`config.mk`:
```
export PLATFORM = sky130hd
export DESIGN_NAME = iocyc_seq
export DESIGN_NICKNAME = d
export VERILOG_FILES = /design/src/rtl/iocyc_pkg.sv /design/src/rtl/iocyc_fsm.sv /design/src/rtl/iocyc_drive.sv /design/src/rtl/iocyc_capture.sv /design/src/rtl/iocyc_seq.sv
export SDC_FILE = /design/constraint.sdc
export NUM_CORES = 1
export LEC_CHECK = 0
export CAP_MARGIN = 20
export CORE_UTILIZATION = 48
export CTS_CLUSTER_SIZE = 14
export DETAILED_ROUTE_END_ITERATION = 8
export GPL_TIMING_DRIVEN = 0
export PLACE_DENSITY = 0.95
export SETUP_SLACK_MARGIN = 0.02
export SYNTH_ARGS = -nofsm -noshare
export SYNTH_HDL_FRONTEND = slang
export SYNTH_HIERARCHICAL = 1
export SYNTH_SLANG_ARGS = --single-unit
```
`constraint.sdc`:
```
create_clock -name clk -period 2.7 [get_ports clk]
set_input_delay 0.27 -clock clk [delete_from_list [all_inputs] [get_ports clk]]
set_output_delay 0.27 -clock clk [all_outputs]
set_load 0.005 [all_outputs]
```
`src/rtl/iocyc_pkg.sv`:
```
package iocyc_pkg;

    localparam int unsigned ADDR_W = 16;
    localparam int unsigned DATA_W = 8;
    localparam int unsigned PAGE_W = 8;
    localparam int unsigned HI_W   = ADDR_W - DATA_W;
    localparam int unsigned LANES  = 2;

    typedef enum logic [2:0] {
        ST_IDLE = 3'd0,
        ST_T1   = 3'd1,
        ST_T2   = 3'd2,
        ST_T3   = 3'd3,
        ST_T4   = 3'd4
    } state_e;

    typedef struct packed {
        logic              wr;
        logic [ADDR_W-1:0] addr;
        logic [DATA_W-1:0] wdata;
    } req_t;

    typedef struct packed {
        logic ale;
        logic iom;
        logic dtr;
        logic den_n;
        logic rd_n;
        logic wr_n;
    } ctl_t;

    localparam ctl_t CTL_REST = '{ale: 1'b0, iom: 1'b0, dtr: 1'b1,
                                  den_n: 1'b1, rd_n: 1'b1, wr_n: 1'b1};

    function automatic logic [ADDR_W-1:0] port_addr(input logic direct,
                                                    input logic [ADDR_W-1:0] a);
        logic [ADDR_W-1:0] r;
        r = a;
        if (direct) r[ADDR_W-1:PAGE_W] = '0;
        return r;
    endfunction

    function automatic state_e step(input state_e s, input logic take);
        state_e n;
        case (s)
            ST_IDLE: n = take ? ST_T1 : ST_IDLE;
            ST_T1:   n = ST_T2;
            ST_T2:   n = ST_T3;
            ST_T3:   n = ST_T4;
            default: n = ST_IDLE;
        endcase
        return n;
    endfunction

endpackage

```
`src/rtl/iocyc_fsm.sv`:
```
module iocyc_fsm
    import iocyc_pkg::*;
(
    input  logic   clk,
    input  logic   rst,
    input  logic   req_valid,
    input  req_t   req_in,
    output state_e state,
    output req_t   req_q,
    output logic   req_ready
);

    state_e nxt;

    assign req_ready = (state == ST_IDLE);
    assign nxt       = step(state, req_valid);

    always_ff @(posedge clk) begin
        if (rst) begin
            state <= ST_IDLE;
            req_q <= '0;
        end else begin
            state <= nxt;
            if (req_ready && req_valid) req_q <= req_in;
        end
    end

endmodule

```
`src/rtl/iocyc_drive.sv`:
```
module iocyc_drive
    import iocyc_pkg::*;
(
    input  state_e            state,
    input  req_t              req_q,
    output ctl_t              ctl,
    output logic [ADDR_W-1:0] ad_o,
    output logic [LANES-1:0]  ad_oe,
    output logic              done
);

    logic [HI_W-1:0] addr_hi;
    assign addr_hi = req_q.addr[ADDR_W-1:DATA_W];

    always_comb begin
        ctl   = CTL_REST;
        ad_o  = '0;
        ad_oe = '0;
        done  = 1'b0;
        case (state)
            ST_T1: begin
                ctl.ale = 1'b1;
                ctl.iom = 1'b1;
                ctl.dtr = req_q.wr;
                ad_o    = req_q.addr;
                ad_oe   = '1;
            end
            ST_T2, ST_T3: begin
                ctl.iom   = 1'b1;
                ctl.dtr   = req_q.wr;
                ctl.den_n = 1'b0;
                ctl.rd_n  = req_q.wr;
                ctl.wr_n  = ~req_q.wr;
                ad_o      = {addr_hi, (req_q.wr ? req_q.wdata : {DATA_W{1'b0}})};
                ad_oe     = {1'b1, req_q.wr};
            end
            ST_T4: done = 1'b1;
            default: ;
        endcase
    end

endmodule

```
`src/rtl/iocyc_capture.sv`:
```
module iocyc_capture
    import iocyc_pkg::*;
(
    input  logic              clk,
    input  logic              rst,
    input  state_e            state,
    input  logic              is_write,
    input  logic [DATA_W-1:0] bus_ad_i,
    output logic [DATA_W-1:0] rdata
);

    always_ff @(posedge clk) begin
        if (rst)                                rdata <= '0;
        else if (state == ST_T3 && !is_write)   rdata <= bus_ad_i;
    end

endmodule

```
`src/rtl/iocyc_seq.sv`:
```
module iocyc_seq
    import iocyc_pkg::*;
(
    input  logic              clk,
    input  logic              rst,
    input  logic              req_valid,
    input  logic              req_write,
    input  logic              req_direct,
    input  logic [ADDR_W-1:0] req_addr,
    input  logic [DATA_W-1:0] req_wdata,
    output logic              req_ready,
    output logic              bus_ale,
    output logic              bus_iom,
    output logic              bus_dtr,
    output logic              bus_den_n,
    output logic              bus_rd_n,
    output logic              bus_wr_n,
    output logic [ADDR_W-1:0] bus_ad_o,
    output logic [LANES-1:0]  bus_ad_oe,
    input  logic [DATA_W-1:0] bus_ad_i,
    output logic              done,
    output logic [DATA_W-1:0] rdata
);

    req_t   req_in;
    req_t   req_q;
    state_e state;
    ctl_t   ctl;

    assign req_in = '{wr: req_write, addr: port_addr(req_direct, req_addr),
                      wdata: req_wdata};

    iocyc_fsm u_fsm (
        .clk       (clk),
        .rst       (rst),
        .req_valid (req_valid),
        .req_in    (req_in),
        .state     (state),
        .req_q     (req_q),
        .req_ready (req_ready)
    );

    iocyc_drive u_drive (
        .state (state),
        .req_q (req_q),
        .ctl   (ctl),
        .ad_o  (bus_ad_o),
        .ad_oe (bus_ad_oe),
        .done  (done)
    );

    iocyc_capture u_cap (
        .clk      (clk),
        .rst      (rst),
        .state    (state),
        .is_write (req_q.wr),
        .bus_ad_i (bus_ad_i),
        .rdata    (rdata)
    );

    assign bus_ale   = ctl.ale;
    assign bus_iom   = ctl.iom;
    assign bus_dtr   = ctl.dtr;
    assign bus_den_n = ctl.den_n;
    assign bus_rd_n  = ctl.rd_n;
    assign bus_wr_n  = ctl.wr_n;

endmodule

```
# Word level (Yosys, flattened, before mapping)
# Cells that the tools add are included.
[classes]
eq_ne = 4
muxes = 10
n_bitwise = 1
reduce_logical = 6
[op_table]
columns = ["operator", "count"]
rows = [
  ["$pmux 16 s2", 1],
  ["$mux 8", 2],
  ["$pmux 3 s4", 1],
  ["$eq 3x2->1 const B", 2],
  ["$pmux 2 s2", 1],
  ["$eq 3x1->1 const B", 1],
  ["$eq 3x3->1 const B", 1],
  ["$logic_not 3->1", 1],
  ["$mux 1", 3],
  ["$mux 3", 1],
  ["$reduce_or 3->1", 1],
  ["$logic_and 1x1->1", 2],
  ["$mux 2", 1],
  ["$reduce_or 2->1", 1],
  ["$logic_not 1->1", 1],
  ["$not 1->1", 1],
]
[word_totals]
register_bits = 36
inputBits = 37
output_inout_bits = 34
elab_cells = 26

# Depth between registers and ports, before layout
# Gate-level depths: netlist of the first run.
[depth]
depth_word = 3
ltp_mapped = 4
ltp_nobuf = 3

# By module
# The synthesis of the first run kept the hierarchy.
[by_module_without_submodules]
columns = ["module", "n_inst", "cells_each", "area_per_inst_um2", "seq_area_each_um2"]
rows = [
  ["iocyc_fsm", 1, 119, 1246.2, 560.5],
  ["iocyc_capture", 1, 35, 367.9, 160.2],
  ["iocyc_drive", 1, 48, 351.6, 0.0],
  ["iocyc_seq", 1, 8, 50.0, 0.0],
]

# Worst setup path before layout of the first run
# Ideal clock, no wire load.
[synth_path]
kind = "register to register"
start = "reg u_fsm.state[0]"
end = "reg u_fsm/req_q[0] (netlist name)"
setup_time_ps = 72
arrival_ps = 1185
t_required_ps = 2628
setup_slack_ps = 1443
path_stages_with_launch = 5
path_buffers = 2
synth_period_minus_slack_ps = 1257
path_cell_list = "dfxtp_1 -> nor4b_2 -> buf_6 -> buf_12 -> mux2i_1"
[synth_via]
elab_chain_cells = 2
[synth_rtl]
columns = ["element", "line", "rtl"]
rows = [
  ["start, declared", "iocyc_fsm.sv:8", "output state_e state,"],
  ["start signal, assigned", "iocyc_fsm.sv:23", "state <= nxt;"],
  ["$logic_not 3->1", "iocyc_fsm.sv:15", "assign req_ready = (state == ST_IDLE);"],
  ["$logic_and 1x1->1", "iocyc_fsm.sv:24", "if (req_ready && req_valid) req_q <= req_in;"],
]
# Every way passes these cells.
# A chain may end at the register's enable or synchronous reset.

# Worst setup path after layout of the first run
[layout_path]
start = "reg u_fsm.state[1]"
end = "out bus_ad_o[0]"
[layout_via]
elab_chain_cells = 3
elab_cells_between_ends = 5
cone_classes = "eq/ne (3); mux (1); reduce/logical (1)"
[layout_rtl]
columns = ["element", "line", "rtl"]
rows = [
  ["$eq 3x2->1", "iocyc_drive.sv:20", "case (state)"],
  ["$reduce_or 2->1", "iocyc_drive.sv:20", ""],
  ["$pmux 16 s2 *", "iocyc_drive.sv:20", ""],
  ["end, declared", "iocyc_seq.sv:18", "output logic [ADDR_W-1:0] bus_ad_o,"],
]
# Mark *: on every way between the ends. The rest lies on a longest branch, timed or not.

==> flow_summary_export.csv, run 1 <==
group,metric,value,unit
sta,fmax,452,MHz
global_routing,grt_antenna_before_repair,0,
worst_setup_path,cp-start-kind,"flop",
clock_tree,cts_root_buf,"clkbuf_8",
routing,vias,1668,
routing,firstDrtPassIters,4,
sta,finalClockSkew,4.63,ps
sta,hold_viol,0,
sta,final_max_slew_viol_count,0,
synth,ys_types,26,
synth,yosys.area.top_type,"dfxtp_1",
final_layout,fin_area,0.00285,mm²
worst_setup_path,end_kind,"output port",
clock_tree,clock_path_buffers,2,
sta,tns,0,ps
job,cap_violations,0,
routing,totalWireLength,4520,µm
final_layout,final_cell_mix,"70 x clkdlybuf4s50_1, 68 x nand2b_1, 36 x dfxtp_1",
synth,ys.flop_type,"dfxtp_1",
worst_setup_path,arrival,1940,ps
die,start_util,0.500,
routing,viasPerCell,4.98,
synth,ys_warn_count,6,
global_routing,gr-total-overflow,0,
placed_design,placed_cell_area,0.00278,mm²
sta,holdWs,473,ps
final_layout,area_delta_synth_final,41.3,%
die,row_count,23,
die,io_pins,71,
clock_tree,cts-resized-gates,0,
final_layout,drive_above_1_share,0.0842,
die,die_y,66.8,µm
pwr,leakagePower,1.01,nW
pwr,ir_drop,0.264,mV
clock_tree,htreeDepth,2,
global_routing,track_usage,0.219,
synth,async_flop_share,0,
final_layout,final_common_cell,"clkdlybuf4s50_1",
pwr,power_frac_comb,0.264,
synth,ys_seq_area_frac,0.358,
placed_design,portBuffers,70,
clock_tree,cts_setup_buffers,0,
clock_tree,clk-insertion-delay-late,280,ps
global_routing,grt_pass1_wl,7270,µm
final_layout,diodes,0,
worst_hold_path,hp-class,"reg -> reg",
routing,ant_nets,0,
synth,syn_avg_cell_area,9.60,µm²
die,die_area,0.00446,mm²
synth,syn_nets,247,
pwr,power_switching,0.000331,W
sta,period_minus_slack,2210,ps
pwr,seqPwrFrac,0.469,
routing,wire_per_inst,13.5,µm
clock_tree,cts_sinks,36,
worst_setup_path,criticalPathCategory,"reg -> out",
global_routing,grt_max_degree,16,
placed_design,hpwl,3340,µm
pwr,cellPowerDensity,447,mW/mm²
worst_setup_path,crit_required,2430,ps
pwr,swShare,0.260,
clock_tree,cts_buffers,5,
global_routing,first_global_vias,1595,
placed_design,finalWeightedCongestion,0.749,
routing,drt-initial-drc-count,63,
die,fp.dieW,66.8,µm
synth,synth_edf_count,0,
synth,synthTopCellsByArea,"dfxtp_1 36%, nand2b_1 21%, mux2i_1 16%",
synth,synth_seq_cells,36,
clock_tree,cts_tree,"yes",
sta,setup_viol,0,
pwr,internal-power,0.000942,W
die,coreArea,0.00403,mm²
sta,fin_crit_sh,0.819,
sta,max-slew-margin-rel,0.661,
sta,tightest_slew,507,ps
worst_setup_path,crit_fanout,13,
sta,rsz0062_at_grt,"false",
clock_tree,clk_pin_slew,70,ps
clock_tree,cts_hold_buffers,0,
final_layout,nets,324,
synth,yosys.area.top_type_share,0.358,
synth,synthCells,210,
routing,drc_errors,0,
pwr,pwr-share-clk,0.267,
outcome,status,"complete, no violations",
synth,syn_area,0.00202,mm²
power by group through the flow:
stage          logic, W  clock network (W)  registers (W)
6_report       0.000336           0.000340       0.000597
5_1_grt        0.000363           0.000365       0.000601
4_1_cts        0.000339           0.000347       0.000597
3_5_place_dp   0.000338                  0       0.000608
3_3_place_gp   0.000331                  0       0.000606
2_1_floorplan  0.000193                  0       0.000601
layer usage:
layer / up-vias / track usage / wire [µm]
met5: - / 0 / 0
met4: 0 / 0.117 / 158
met3: 16 / 0.0411 / 196
met2: 54 / 0.365 / 2220
met1: 765 / 0.264 / 1940
li1: 833 / - / -
worst paths after layout:
path                                startpoint                            to  slack [ps]  depth (start not counted)
setup / recovery     u_fsm/state[1]$_SDFF_PP0_                   bus_ad_o[0]         490                          4
hold / removal    u_fsm/req_q[16]$_SDFFE_PP0P_  u_fsm/req_q[16]$_SDFFE_PP0P_         470                          2
setup reg to reg     u_fsm/state[1]$_SDFF_PP0_   u_fsm/req_q[8]$_SDFFE_PP0P_        1250                          4
hold reg to reg   u_fsm/req_q[16]$_SDFFE_PP0P_  u_fsm/req_q[16]$_SDFFE_PP0P_         470                          2
area by class of cell:
cell class | count | area (µm²)
Timing Repair Buffer | 70 | 701
Fill cell | 308 | 1180
Inverter | 8 | 30.0
Buffer | 15 | 131
Tap cell | 50 | 62.6
Clock buffer | 5 | 68.8
Sequential cell | 36 | 721
Multi-Input combinational cell | 151 | 1130
cell usage after synthesis, types with 2 or more instances:
cell / count
nor2_1: 2
o32ai_2: 6
nand2b_1: 68
nor3_1: 3
clkbuf_1: 6
dfxtp_1: 36
nand2_1: 10
buf_6: 5
buf_12: 2
and2_1: 8
inv_1: 8
o32ai_1: 2
mux2i_1: 33
o21ba_2: 2
nor2b_1: 8
registers in the layout, indices dropped and copies added (netlist names):
signal and count:
u_cap/rdata 8, u_fsm/state 3, u_fsm/req_q 25
through the flow:
stage	std cells	total power, W	setup slack (ps)	utilization
finish	335	0.00127	490	0.707
global route	335	0.00133	379	0.707
CTS	335	0.00128	471	0.707
detailed placement	330	0.000946	783	0.690
global placement	330	0.000937	821	0.690
floorplan	210	0.000794	1440	-
worst max-delay path, cell delays in order (launching register included):
cell and delay (ps):
dfxtp_1 450, nand2b_4 210, buf_6 150, o32ai_1 280
clkdlybuf4s50_1 560
logic make-up after synthesis:
logic type	share of synthesized area
and+or+nand+nor	0.325
DFF	0.358
muxes	0.164
buffers and inverters	0.0801
AOI/OAI and AO/OA	0.0695
xor gates and xnor gates	0.00435
(Power assumes the default switching activity.)
==> run 2: changes to the inputs <==
Settings changed: CORE_UTILIZATION 48 to 41, PLACE_DENSITY 0.95 to 0.87.
Clock period 2.7 ns to 2 ns, I/O delays scaled along.
==> run 2 against run 1 <==
Net effect:
- die area rose by 17%
- highest routed layer unchanged
- power increased by 42%
- register-to-register slack got worse by 570 ps
==> flow_summary_export.csv, run 2 (same netlist as run 1, synthesis figures left out) <==
group,metric,value,unit
worst_setup_path,rr_worst_depth,4,
pwr,cellPowerDensity,615,mW/mm²
sta,rsz0062_at_grt,"false",
clock_tree,htreeDepth,2,
die,row_count,25,
routing,top_layer,"met4",
die,fp.dieW,72.1,µm
placed_design,placed_cell_area,0.00280,mm²
worst_setup_path,cp_cell_sequence,"nand2b_4, buf_6, o32ai_2, clkdlybuf4s50_1",
worst_setup_path,crit_fanout,13,
final_layout,finalNonFillerCells,354,
worst_setup_path,rrSetupSlack,680,ps
global_routing,gr-total-overflow,0,
clock_tree,clock_path_buffers,2,
final_layout,area_delta_synth_final,45.9,%
worst_hold_path,hp-class,"reg -> reg",
routing,viasPerCell,4.56,
worst_hold_path,min_from,"u_cap/rdata[4]$_SDFFE_PP0P_",
final_layout,reg_top3,"u_fsm/req_q (25), u_cap/rdata (8), u_fsm/state (3)",
clock_tree,cts_buffers,5,
routing,ant_nets,0,
global_routing,first_global_vias,1632,
die,start_util,0.427,
die,io_pins,71,
sta,hold_viol,0,
final_layout,nFillCells,416,
clock_tree,cts_hold_buffers,0,
sta,fmax,524,MHz
worst_hold_path,worstHoldPathCells,2,
routing,drc_errors,0,
die,coreArea,0.00472,mm²
die,die_area,0.00520,mm²
placed_design,finalWeightedCongestion,0.750,
worst_setup_path,crit_family,"buffers and inverters",
worst_setup_path,timing.rr.start,"u_fsm/state[0]$_SDFF_PP0_",
routing,vias,1613,
die,die_y,72.1,µm
sta,final_max_slew_viol_count,0,
outcome,status,"complete, no violations",
placed_design,portBuffers,70,
placed_design,hpwl,3270,µm
clock_tree,cts_setup_buffers,0,
worst_setup_path,crit_required,1800,ps
routing,m1WireLength,1980,µm
final_layout,final_common_cell,"nand2b_1",
sta,max-slew-margin-rel,0.679,
pwr,ir_drop,0.411,mV
sta,setup_viol,0,
global_routing,grt_max_degree,16,
clock_tree,cts_tree,"yes",
routing,route.met3.wl,183,µm
clock_tree,clk_pin_slew,70,ps
sta,setup_ws,91.6,ps
clock_tree,clk-insertion-delay-late,280,ps
sta,fin_crit_sh,0.954,
worst_setup_path,arrival,1710,ps
worst_setup_path,criticalPathCategory,"reg -> out",
worst_setup_path,crit_slowest_cell,"clkdlybuf4s50_1",
final_layout,multi_input_area,0.00115,mm²
worst_setup_path,cp_num_buf_inv,2,
clock_tree,cts_sinks,36,
placed_design,preCtsSetupSlack,158,ps
final_layout,fin_area,0.00294,mm²
job,cap_violations,0,
global_routing,grt_pass1_wl,7300,µm
worst_setup_path,end_kind,"output port",
worst_hold_path,hold_end,"u_cap/rdata[4]$_SDFFE_PP0P_",
final_layout,final_cell_mix,"68 x nand2b_1, 66 x clkdlybuf4s50_1, 33 x mux2i_1, 33 x dfxtp_1, 10 x nand2_1",
global_routing,grt_antenna_before_repair,0,
routing,wire_per_inst,12.3,µm
final_layout,top_register,"u_fsm/req_q",
sta,tightest_slew,480,ps
worst_setup_path,cp-start-kind,"flop",
worst_setup_path,cpPeakStageDelay,540,ps
final_layout,drive_above_1_share,0.111,
global_routing,track_usage,0.179,
sta,finalClockSkew,5.26,ps
pwr,leakagePower,1.11,nW
final_layout,ff_latch_area,732,µm²
sta,period_minus_slack,1910,ps
placed_design,dpl.cell_count,347,
final_layout,final_util,0.623,
final_layout,diodes,0,
routing,drt-initial-drc-count,36,
routing,firstDrtPassIters,4,
clock_tree,cts-resized-gates,6,
sta,tns,0,ps
worst_setup_path,r2r_end,"u_fsm/req_q[14]$_SDFFE_PP0P_",
routing,totalWireLength,4360,µm
final_layout,nets,324,
routing,wl_met2,2160,µm
final_layout,largest_register_ffs,25,
clock_tree,cts_root_buf,"clkbuf_8",
run 2: changes by cell type in the layout (fill, tap and decap cells not counted):
| cell | change |
|---|---|
| clkdlybuf4s50_1 | -4 |
| dlymetal6s2s_1 | +4 |
| o32ai_2 | +2 |
| nor3b_2 | +1 |
| clkbuf_8 | +2 |
| dfxtp_4 | +3 |
| o32ai_1 | -2 |
| buf_2 | -1 |
| dfxtp_1 | -3 |
| nor3b_1 | -1 |
| buf_4 | +1 |
run 2: worst max path at each step:
stage          cells past startpoint                          end                 startpoint  slack, ps
2_1_floorplan                      4  u_fsm/req_q[0]$_SDFFE_PP0P_  u_fsm/state[0]$_SDFF_PP0_        740
3_3_place_gp                       4                  bus_ad_o[1]  u_fsm/state[1]$_SDFF_PP0_        200
3_5_place_dp                       4                  bus_ad_o[1]  u_fsm/state[1]$_SDFF_PP0_        160
4_1_cts                            4                  bus_ad_o[1]  u_fsm/state[1]$_SDFF_PP0_          9
5_1_grt                            4                 bus_ad_o[15]  u_fsm/state[2]$_SDFF_PP0_         30
6_report                           4                  bus_ad_o[5]  u_fsm/state[1]$_SDFF_PP0_         90
run 2: layout make-up:
class / instances / area share
repair buffers: 70 / 0.242
inverters: 8 / 0.0102
plain buffers: 15 / 0.0455
flip-flops and latches: 36 / 0.249
clock buffers: 7 / 0.0328
well taps: 67 / 0.0285
multi-input cells: 151 / 0.392
run 2: worst register-to-register path, cell delays in order, from the launching register on:
cell,delay [ps]
dfxtp_4,390
nor4b_2,310
buf_6,200
buf_12,150
mux2i_1,200
run 2: routing by layer:
layer,GRT usage,vias up
met3,0.0514,4
met2,0.306,44
met4,0.0479,0
met1,0.219,732
met5,0,-
li1,-,833
run 2: power breakdown:
part	internal (W)	switching, W
Sequential	0.000765	0.0000402
Clock	0.000307	0.000241
Combinational	0.000284	0.000172
run 2: stage by stage:
stage / hold WS (ps) / total power [W]
6_report: 473 / 0.00181
5_1_grt: 490 / 0.00190
4_1_cts: 476 / 0.00183
3_5_place_dp: 464 / 0.00128
3_3_place_gp: 455 / 0.00127
2_1_floorplan: 355 / 0.00107
